$ cat src/rtl/xfer_cnt_pkg.sv
package xfer_cnt_pkg;
  localparam logic [6:0] OP_XFER_INFO     = 7'h10;
  localparam logic [7:0] INTR_BUS_SERVICE = 8'h10;
endpackage

$ cat src/rtl/xfer_cnt_regs.sv
// Staging and live copies of the transfer count, one byte lane per generate slice.
module xfer_cnt_regs #(
  parameter int CNT_W  = 16,
  parameter int NBYTES = CNT_W / 8,
  parameter int SEL_W  = (NBYTES > 1) ? $clog2(NBYTES) : 1
) (
  input  logic             clk,
  input  logic             rst_n,
  input  logic             wr_en,
  input  logic [SEL_W-1:0] wr_sel,
  input  logic [7:0]       wr_data,
  input  logic             reload,
  input  logic             clear,
  output logic [CNT_W-1:0] stage,
  output logic [CNT_W-1:0] live
);
  for (genvar b = 0; b < NBYTES; b++) begin : g_lane
    always_ff @(posedge clk) begin
      if (!rst_n) begin
        stage[b*8 +: 8] <= '0;
      end else if (wr_en && (wr_sel == SEL_W'(b))) begin
        stage[b*8 +: 8] <= wr_data;
      end
    end

    always_ff @(posedge clk) begin
      if (!rst_n || clear) begin
        live[b*8 +: 8] <= '0;
      end else if (reload) begin
        live[b*8 +: 8] <= stage[b*8 +: 8];
      end
    end
  end
endmodule

$ cat src/rtl/xfer_len_calc.sv
// Start length: zero count means full range, then clamp to phase limit.
module xfer_len_calc #(
  parameter int CNT_W     = 16,
  parameter int PEND_W    = 18,
  parameter int CMD_LIMIT = 32,
  localparam int REM_W    = CNT_W + 1
) (
  input  logic [CNT_W-1:0]  count,
  input  logic              cmd_phase,
  input  logic [PEND_W-1:0] pend,
  output logic [REM_W-1:0]  len
);
  localparam int EW = PEND_W + 1;

  logic [EW-1:0] eff, pend_x, mag, lim;

  always_comb begin
    eff    = (count == '0) ? (EW'(1) << CNT_W) : EW'(count);
    pend_x = {pend[PEND_W-1], pend};
    mag    = pend_x[EW-1] ? (~pend_x + EW'(1)) : pend_x;
    lim    = cmd_phase ? EW'(CMD_LIMIT) : mag;
    len    = REM_W'((eff < lim) ? eff : lim);
  end
endmodule

$ cat src/rtl/xfer_remain.sv
// Remaining-length tracker with a valid/ready beat input.
module xfer_remain #(
  parameter int REM_W = 17,
  parameter int MV_W  = 8
) (
  input  logic             clk,
  input  logic             rst_n,
  input  logic             start,
  input  logic [REM_W-1:0] start_len,
  input  logic             mv_valid,
  input  logic [MV_W-1:0]  mv_bytes,
  output logic             mv_ready,
  output logic [REM_W-1:0] rem,
  output logic             busy,
  output logic [REM_W-1:0] moved,
  output logic             fin,
  output logic             done
);
  logic             beat;
  logic [REM_W-1:0] bytes_x;

  always_comb begin
    mv_ready = busy && !start;
    beat     = mv_valid && mv_ready;
    bytes_x  = REM_W'(mv_bytes);
    moved    = beat ? ((bytes_x < rem) ? bytes_x : rem) : '0;
    fin      = (start && (start_len == '0)) || (beat && (moved == rem));
  end

  always_ff @(posedge clk) begin
    if (!rst_n) begin
      rem  <= '0;
      busy <= 1'b0;
      done <= 1'b0;
    end else begin
      done <= fin;
      if (start) begin
        rem  <= start_len;
        busy <= (start_len != '0);
      end else if (beat) begin
        rem <= rem - moved;
        if (moved == rem) busy <= 1'b0;
      end
    end
  end
endmodule

$ cat src/rtl/xfer_len_counter.sv
module xfer_len_counter #(
  parameter int CNT_W     = 16,
  parameter int PEND_W    = 18,
  parameter int MV_W      = 8,
  parameter int CMD_LIMIT = 32,
  localparam int NBYTES   = CNT_W / 8,
  localparam int SEL_W    = (NBYTES > 1) ? $clog2(NBYTES) : 1,
  localparam int REM_W    = CNT_W + 1
) (
  input  logic              clk,
  input  logic              rst_n,
  input  logic              cnt_wr_en,
  input  logic [SEL_W-1:0]  cnt_wr_sel,
  input  logic [7:0]        cnt_wr_data,
  input  logic              cmd_valid,
  input  logic [7:0]        cmd_code,
  input  logic [PEND_W-1:0] pend_len,
  input  logic              cmd_phase,
  input  logic              mv_valid,
  input  logic [MV_W-1:0]   mv_bytes,
  output logic              mv_ready,
  input  logic              irq_ack,
  output logic [PEND_W-1:0] pend_out,
  output logic [CNT_W-1:0]  cnt_live,
  output logic [REM_W-1:0]  rem_len,
  output logic              busy,
  output logic              tc,
  output logic              irq,
  output logic [7:0]        intr_code,
  output logic              done
);
  import xfer_cnt_pkg::*;

  logic             reload, start, fin;
  logic [CNT_W-1:0] stage;
  logic [REM_W-1:0] start_len, moved;

  assign reload = cmd_valid && cmd_code[7];
  assign start  = reload && (cmd_code[6:0] == OP_XFER_INFO);

  xfer_cnt_regs #(.CNT_W(CNT_W), .NBYTES(NBYTES), .SEL_W(SEL_W)) u_regs (
    .clk(clk), .rst_n(rst_n), .wr_en(cnt_wr_en), .wr_sel(cnt_wr_sel),
    .wr_data(cnt_wr_data), .reload(reload), .clear(fin),
    .stage(stage), .live(cnt_live)
  );

  xfer_len_calc #(.CNT_W(CNT_W), .PEND_W(PEND_W), .CMD_LIMIT(CMD_LIMIT)) u_calc (
    .count(stage), .cmd_phase(cmd_phase), .pend(pend_len), .len(start_len)
  );

  xfer_remain #(.REM_W(REM_W), .MV_W(MV_W)) u_rem (
    .clk(clk), .rst_n(rst_n), .start(start), .start_len(start_len),
    .mv_valid(mv_valid), .mv_bytes(mv_bytes), .mv_ready(mv_ready),
    .rem(rem_len), .busy(busy), .moved(moved), .fin(fin), .done(done)
  );

  // Pending phase length moves toward zero from either side.
  logic [PEND_W-1:0] moved_x;
  always_comb begin
    moved_x  = PEND_W'(moved);
    pend_out = pend_len[PEND_W-1] ? (pend_len + moved_x) : (pend_len - moved_x);
  end

  // Completion has priority over every clearing source.
  always_ff @(posedge clk) begin
    if (!rst_n) begin
      tc        <= 1'b0;
      irq       <= 1'b0;
      intr_code <= '0;
    end else if (fin) begin
      tc        <= 1'b1;
      irq       <= 1'b1;
      intr_code <= INTR_BUS_SERVICE;
    end else begin
      if (start || cnt_wr_en || irq_ack) tc <= 1'b0;
      if (irq_ack) begin
        irq       <= 1'b0;
        intr_code <= '0;
      end
    end
  end
endmodule

$ cat config.mk
export PLATFORM = sky130hd
export DESIGN_NAME = xfer_len_counter
export DESIGN_NICKNAME = d
export VERILOG_FILES = /design/src/rtl/xfer_cnt_pkg.sv /design/src/rtl/xfer_cnt_regs.sv /design/src/rtl/xfer_len_calc.sv /design/src/rtl/xfer_remain.sv /design/src/rtl/xfer_len_counter.sv
export SDC_FILE = /design/constraint.sdc
export NUM_CORES = 1
export LEC_CHECK = 0
export CAP_MARGIN = 20
export CELL_PAD_IN_SITES_DETAIL_PLACEMENT = 0
export CELL_PAD_IN_SITES_GLOBAL_PLACEMENT = 1
export CORE_MARGIN = 2
export CORE_UTILIZATION = 39
export DETAILED_ROUTE_END_ITERATION = 8
export PLACE_DENSITY = 0.9
export SETUP_SLACK_MARGIN = 0.02
export SKIP_LAST_GASP = 1
export SLEW_MARGIN = 10
export SYNTH_ARGS = -nofsm -noshare
export SYNTH_HDL_FRONTEND = slang
export SYNTH_SLANG_ARGS = --single-unit
$ cat constraint.sdc
create_clock -name clk -period 6.25 [get_ports clk]
set_clock_uncertainty 0.15 [all_clocks]
set_input_delay 0.625 -clock clk [delete_from_list [all_inputs] [get_ports clk]]
set_output_delay 0.625 -clock clk [all_outputs]
set_load 0.01 [all_outputs]
Word level (Yosys, flattened, before mapping)
Index checks and enable logic that the tools add are counted.
W data, S select, Z words.
- output and inout bits: 64
- bits in registers: 54
- latch bits: 0
- memories kept: 0
- ROM bits: 0
- bits in writable memories: 0
- input bits: 50
- word-level logic and storage cells: 60
- reduce and logical (&&, ||, !) cells: 22
- divide/modulo/power cells: 0
- bitwise logic cells: 2
- eq/ne operators: 2
- mux-type cells: 18
- add/subtract/negate cells: 4
- shift operators: 0
- multiply operators: 0
- magnitude comparators: 2
- operator list (cell ; number):
    $mux W17 ; 6
    $mux W19 ; 2
    $add A19 B1 Y19 const B ; 1
    $lt A17 B19 Y1 ; 1
    $not A19 Y19 ; 1
    $add A18 B17 Y18 ; 1
    $mux W18 ; 1
    $sub A18 B17 Y18 ; 1
    $eq A17 B17 Y1 ; 1
    $logic_not A17 Y1 ; 1
    $lt A8 B17 Y1 ; 1
    $reduce_bool A17 Y1 ; 1
    $sub A17 B17 Y17 ; 1
    $logic_not A16 Y1 ; 1
    $mux W5 ; 2
    $logic_and A1 B1 Y1 ; 8
    $reduce_bool A2 Y1 ; 4
    $eq A7 B5 Y1 const B ; 1
    $mux W1 ; 7
    $logic_or A1 B1 Y1 ; 4
    $logic_not A1 Y1 ; 2
    $reduce_and A2 Y1 ; 1
    $not A1 Y1 ; 1

Longest topological paths before layout
- word-level depth: 10
- depth in mapped cells: 23
- depth with buffers taken out: 21

Modules after synthesis
A second synthesis with hierarchy kept.
- cells, all modules: 753
- area total of the unflattened synthesis: 5972.0 sq um
- modules (own cells, without submodules) (module ; area an instance (sq um) ; instances ; cells an instance ; sequential area each (sq um)):
    xfer_remain ; 2083.2 ; 1 ; 279 ; 380.4
    xfer_len_counter ; 1438.9 ; 1 ; 194 ; 40.0
    xfer_len_calc ; 1232.4 ; 1 ; 164 ; 0.0
    xfer_cnt_regs ; 1217.4 ; 1 ; 116 ; 640.6

Worst setup path after synthesis
Ideal clock, no wire load.
- path kind: input to output
- from: in mv_bytes[4]
- to: out pend_out[16]
- stages on the path: 19
- required time: 5.475 ns
- slack: 0.468 ns
- data arrival time: 5.007 ns
- path buffers: 2
- cells stage by stage: ha_1 -> a21o_1 -> a2111oi_0 -> o21ai_0 -> nand2b_1 -> clkbuf_1 -> clkbuf_1 -> a21oi_1 -> nand2b_1 -> ha_1 -> mux2_2 -> fa_1 -> a211oi_1 -> o21bai_1 -> a31oi_1 -> o311ai_0 -> a31o_2 -> a21oi_1 -> xnor2_1
- longest elaborated chain between the ends: 5
- elaborated cells on any way between the ends: 6
- those cells by class: 2 x add/sub; 1 x order compare; 3 x mux
- RTL lines (item ; line ; text):
    start, declared ; xfer_len_counter.sv:20 ; input logic [MV_W-1:0] mv_bytes,
    $lt A8 B17 Y1 ; xfer_remain.sv:26 ; moved = beat ? ((bytes_x < rem) ? bytes_x : rem) : '0;
    $mux W17 (*) (2 in a row) ; xfer_remain.sv:26 ;
    $sub A18 B17 Y18 or $add A18 B17 Y18 (tied branches) ; xfer_len_counter.sv:61 ; pend_out = pend_len[PEND_W-1] ? (pend_len + moved_x) : (pend_len - moved_x);
    $mux W18 (*) ; xfer_len_counter.sv:61 ;
    end, declared ; xfer_len_counter.sv:23 ; output logic [PEND_W-1:0] pend_out,
Every way passes the cells marked *; elsewhere a longest branch is shown, timed or not.

Final worst setup path
- from: in mv_bytes[6]
- to: out pend_out[16]
The elaborated chain is that of the path after synthesis.

==> impl_metrics.toml <==
[worst_setup_path]
cp.arrival_ns = 5.35
cp-end-kind = "output pin"
worst-endpoint-required_ns = 5.47
worst-path-max-fanout = 5
critical_path_class = "input pin to output pin"
start_kind = "input pin"

[global_route]
grt_pass1_wl_mm = 28.48
grt_usage_pct = 22.03
grt_pass1_vias = 5578
antenna_found_initial = 0
grt_max_degree = 30
grt_overflow_total = 0

[layout]
final_core_util_pct = 50.64
diodes = 0
syn_to_final_growth_pct = 28.16
nets = 975
n_fill_cell = 1395
drive_above_1_share_pct = 9.931

[placed_design]
dp_slack_ns = -0.2511
numPortBuffers = 106
gp_congestion = 0.9299
place_hpwl_mm = 13.81

[power]
p_leak_nw = 2.929
power_density_nw_per_um2 = 126.1
vdd_drop_max_mv = 0.1174
p_total_w = 0.0009177

[timing]
setup_slack_ns = 0.1206
setup_viol = 0
max_freq_ghz = 0.1631
rsz0062_at_grt = "yes"
finalMaxSlewViolations = 0
whs_ns = 0.3794
fin_tns_setup_ns = 0
post-route-min-period_ns = 6.129
relSlewSlack_pct = 36.77
worst_slew_pin_slew_ns = 0.9475
post-route-period-util_pct = 98.07
hold_violations = 0

[synthesis]
synth_edf_count = 0
synthCells = 751
ys_ff_latch = 53
synthArstFlopShare_pct = 0
synth.cell_area_um2 = 5678
syn_area_per_cell_um2 = 7.561
synth_cell_types = 70
ys_seq_area_share_pct = 18.69
ys.flop_type = "dfxtp_1"
yosys_warnings = 0

[cts]
insertion_delay_ns = 0.29
clk_pin_slew_ns = 0.08
ctsHoldBuffers = 0
cts_tree = "yes"
ctsHtreeMaxLevel = 2
numCtsBuffers = 5
cts_root_buf = "clkbuf_16"
cts_buffer_depth = 2
cts.sinks = 53

[route]
drt_iter0_markers = 459
vias = 6010
routed_wl_mm = 17.52
wire_per_inst_um = 16.69
ant_nets = 0
viasPerCell = 5.724
dr.pass1.iters = 6
drcViolationCount = 0

[run]
drv_cap = 0

[floorplanning]
row_count = 44
die_h_um = 124.7
die-width_um = 124.7
dieArea_um2 = 15540
num_io_pins = 114
core-area_um2 = 14370
start_util_pct = 39.52

[outcome]
status = "finished clean"

[min_path]
hold_path.class = "register to register"
-- sequential cells by signal (all words and copies together) (netlist names) --
name and count:
irq 1, tc 1, u_regs.live 16, u_rem.busy 1, u_rem.done 1, u_regs.stage 16, u_rem.rem 17
-- worst max-delay path: stages --
cell	delay, ns
clkdlybuf4s50_1	0.45
ha_1	0.30
nor3_1	0.05
buf_4	0.14
nor4_1	0.20
nand4b_1	0.26
buf_6	0.20
nor3_1	0.13
a21oi_1	0.06
nor2_1	0.12
inv_1	0.07
ha_1	0.26
mux2_2	0.29
fa_1	0.41
a211oi_1	0.21
o21bai_1	0.14
a31oi_2	0.20
o311ai_2	0.15
a31o_2	0.26
a21oi_1	0.16
xnor2_1	0.13
clkdlybuf4s50_1	0.55
-- layout by cell type, fill, tap and decap left out, drive strengths merged, types with 13 or more instances in the layout --
master	instances
a21oi	70
buf	43
clkdlybuf4s50	105
conb	15
dfxtp	53
ha	58
inv	35
mux2i	30
nand2	63
nand2b	14
nand3	21
nor2	55
nor2b	13
nor3	45
nor4	13
o21ai	28
xnor2	22
xor2	14
-- per-stage QoR --
step	instances	area (µm²)
after floorplan	764	5727
after global placement	1039	7066
after detailed placement	1039	7066
after CTS	1047	7223
after global routing	1050	7277
final	1050	7277
-- area by class of cell --
cell class                      count  area [µm²]  area share (%)
Multi-Input combinational cell    622        4317           59.32
Timing Repair Buffer              149        1390           19.10
Sequential cell                    53        1061           14.58
Tap cell                          184       230.2           3.164
Inverter                           34       127.6           1.754
Clock buffer                        5       125.1           1.719
Clock inverter                      3       26.28          0.3611
-- layer usage --
layer / GRT usage, % / part of all wire [%] / routed length, µm / up-vias
met2: 33.72 / 43 / 7479 / 232
met5: 0 / 0 / 0 / -
met3: 4.081 / 7.4 / 1299 / 29
met1: 31.02 / 47 / 8256 / 2788
li1: - / - / - / 2961
met4: 7.601 / 2.8 / 487 / 0
-- kinds of logic (layout without fill, tap and decap cells) --
| group | count (synthesis) | after routing | synth area share, % |
|---|---|---|---|
| simple gates | 276 | 276 | 25.67 |
| compound gates | 198 | 198 | 23.03 |
| buf+inv | 89 | 191 | 6.765 |
| fa+ha+maj | 60 | 60 | 13.49 |
| flops | 53 | 53 | 18.69 |
| mux | 37 | 37 | 6.677 |
| xor+xnor | 36 | 36 | 5.553 |
| other cells | 2 | 15 | 0.1323 |
-- cell usage after synthesis (5+ instances only) --
master / instances / share of area (%)
a211oi_1: 11 / 1.5
a21o_1: 12 / 1.6
a21oi_1: 68 / 6.0
a221oi_1: 7 / 1.1
a31oi_1: 10 / 1.1
and4_1: 5 / 0.77
buf_4: 8 / 1.1
clkbuf_1: 40 / 2.6
dfxtp_1: 53 / 19
ha_1: 58 / 13
inv_1: 34 / 2.2
mux2_2: 7 / 1.4
mux2i_1: 30 / 5.3
nand2_1: 63 / 4.2
nand2b_1: 14 / 1.5
nand3_1: 21 / 1.9
nand4_1: 9 / 0.99
nor2_1: 55 / 3.6
nor2b_1: 13 / 1.4
nor3_1: 36 / 3.2
nor3_2: 9 / 1.6
nor4_1: 13 / 1.4
o211ai_1: 7 / 0.93
o21a_1: 6 / 0.79
o21ai_0: 28 / 2.5
o21bai_1: 7 / 0.93
o31ai_1: 7 / 0.93
or3_1: 9 / 0.99
xnor2_1: 22 / 3.4
xor2_1: 14 / 2.2
-- power breakdown --
part           leakage, nW  internal [W]  switching [W]
clock network       0.0680      0.000152       0.000136
logic                 2.43      0.000128       0.000147
registers            0.429      0.000344      0.0000107
total                 2.93      0.000624       0.000294
-- worst paths after layout --
kind	startpoint	to	slack, ns	cells after the start
worst min register to register	u_regs.stage[12]$_SDFFE_PN0P_	u_regs.stage[12]$_SDFFE_PN0P_	0.38	2
worst max-delay path	mv_bytes[6]	pend_out[16]	0.12	22
worst min-delay path	u_regs.stage[12]$_SDFFE_PN0P_	u_regs.stage[12]$_SDFFE_PN0P_	0.38	2
worst max register to register	u_rem.rem[6]$_SDFFE_PN0P_	u_rem.rem[12]$_SDFFE_PN0P_	1.88	19
-- what timing repair did --
action                                  in CTS  in global routing
endpoints found under the setup margin       5                  7
pin swaps                                    0                  3
resized for setup                            4                  6
buffers inserted                             0                  3
cloned                                       0                  0
(Power assumes the default switching activity.)
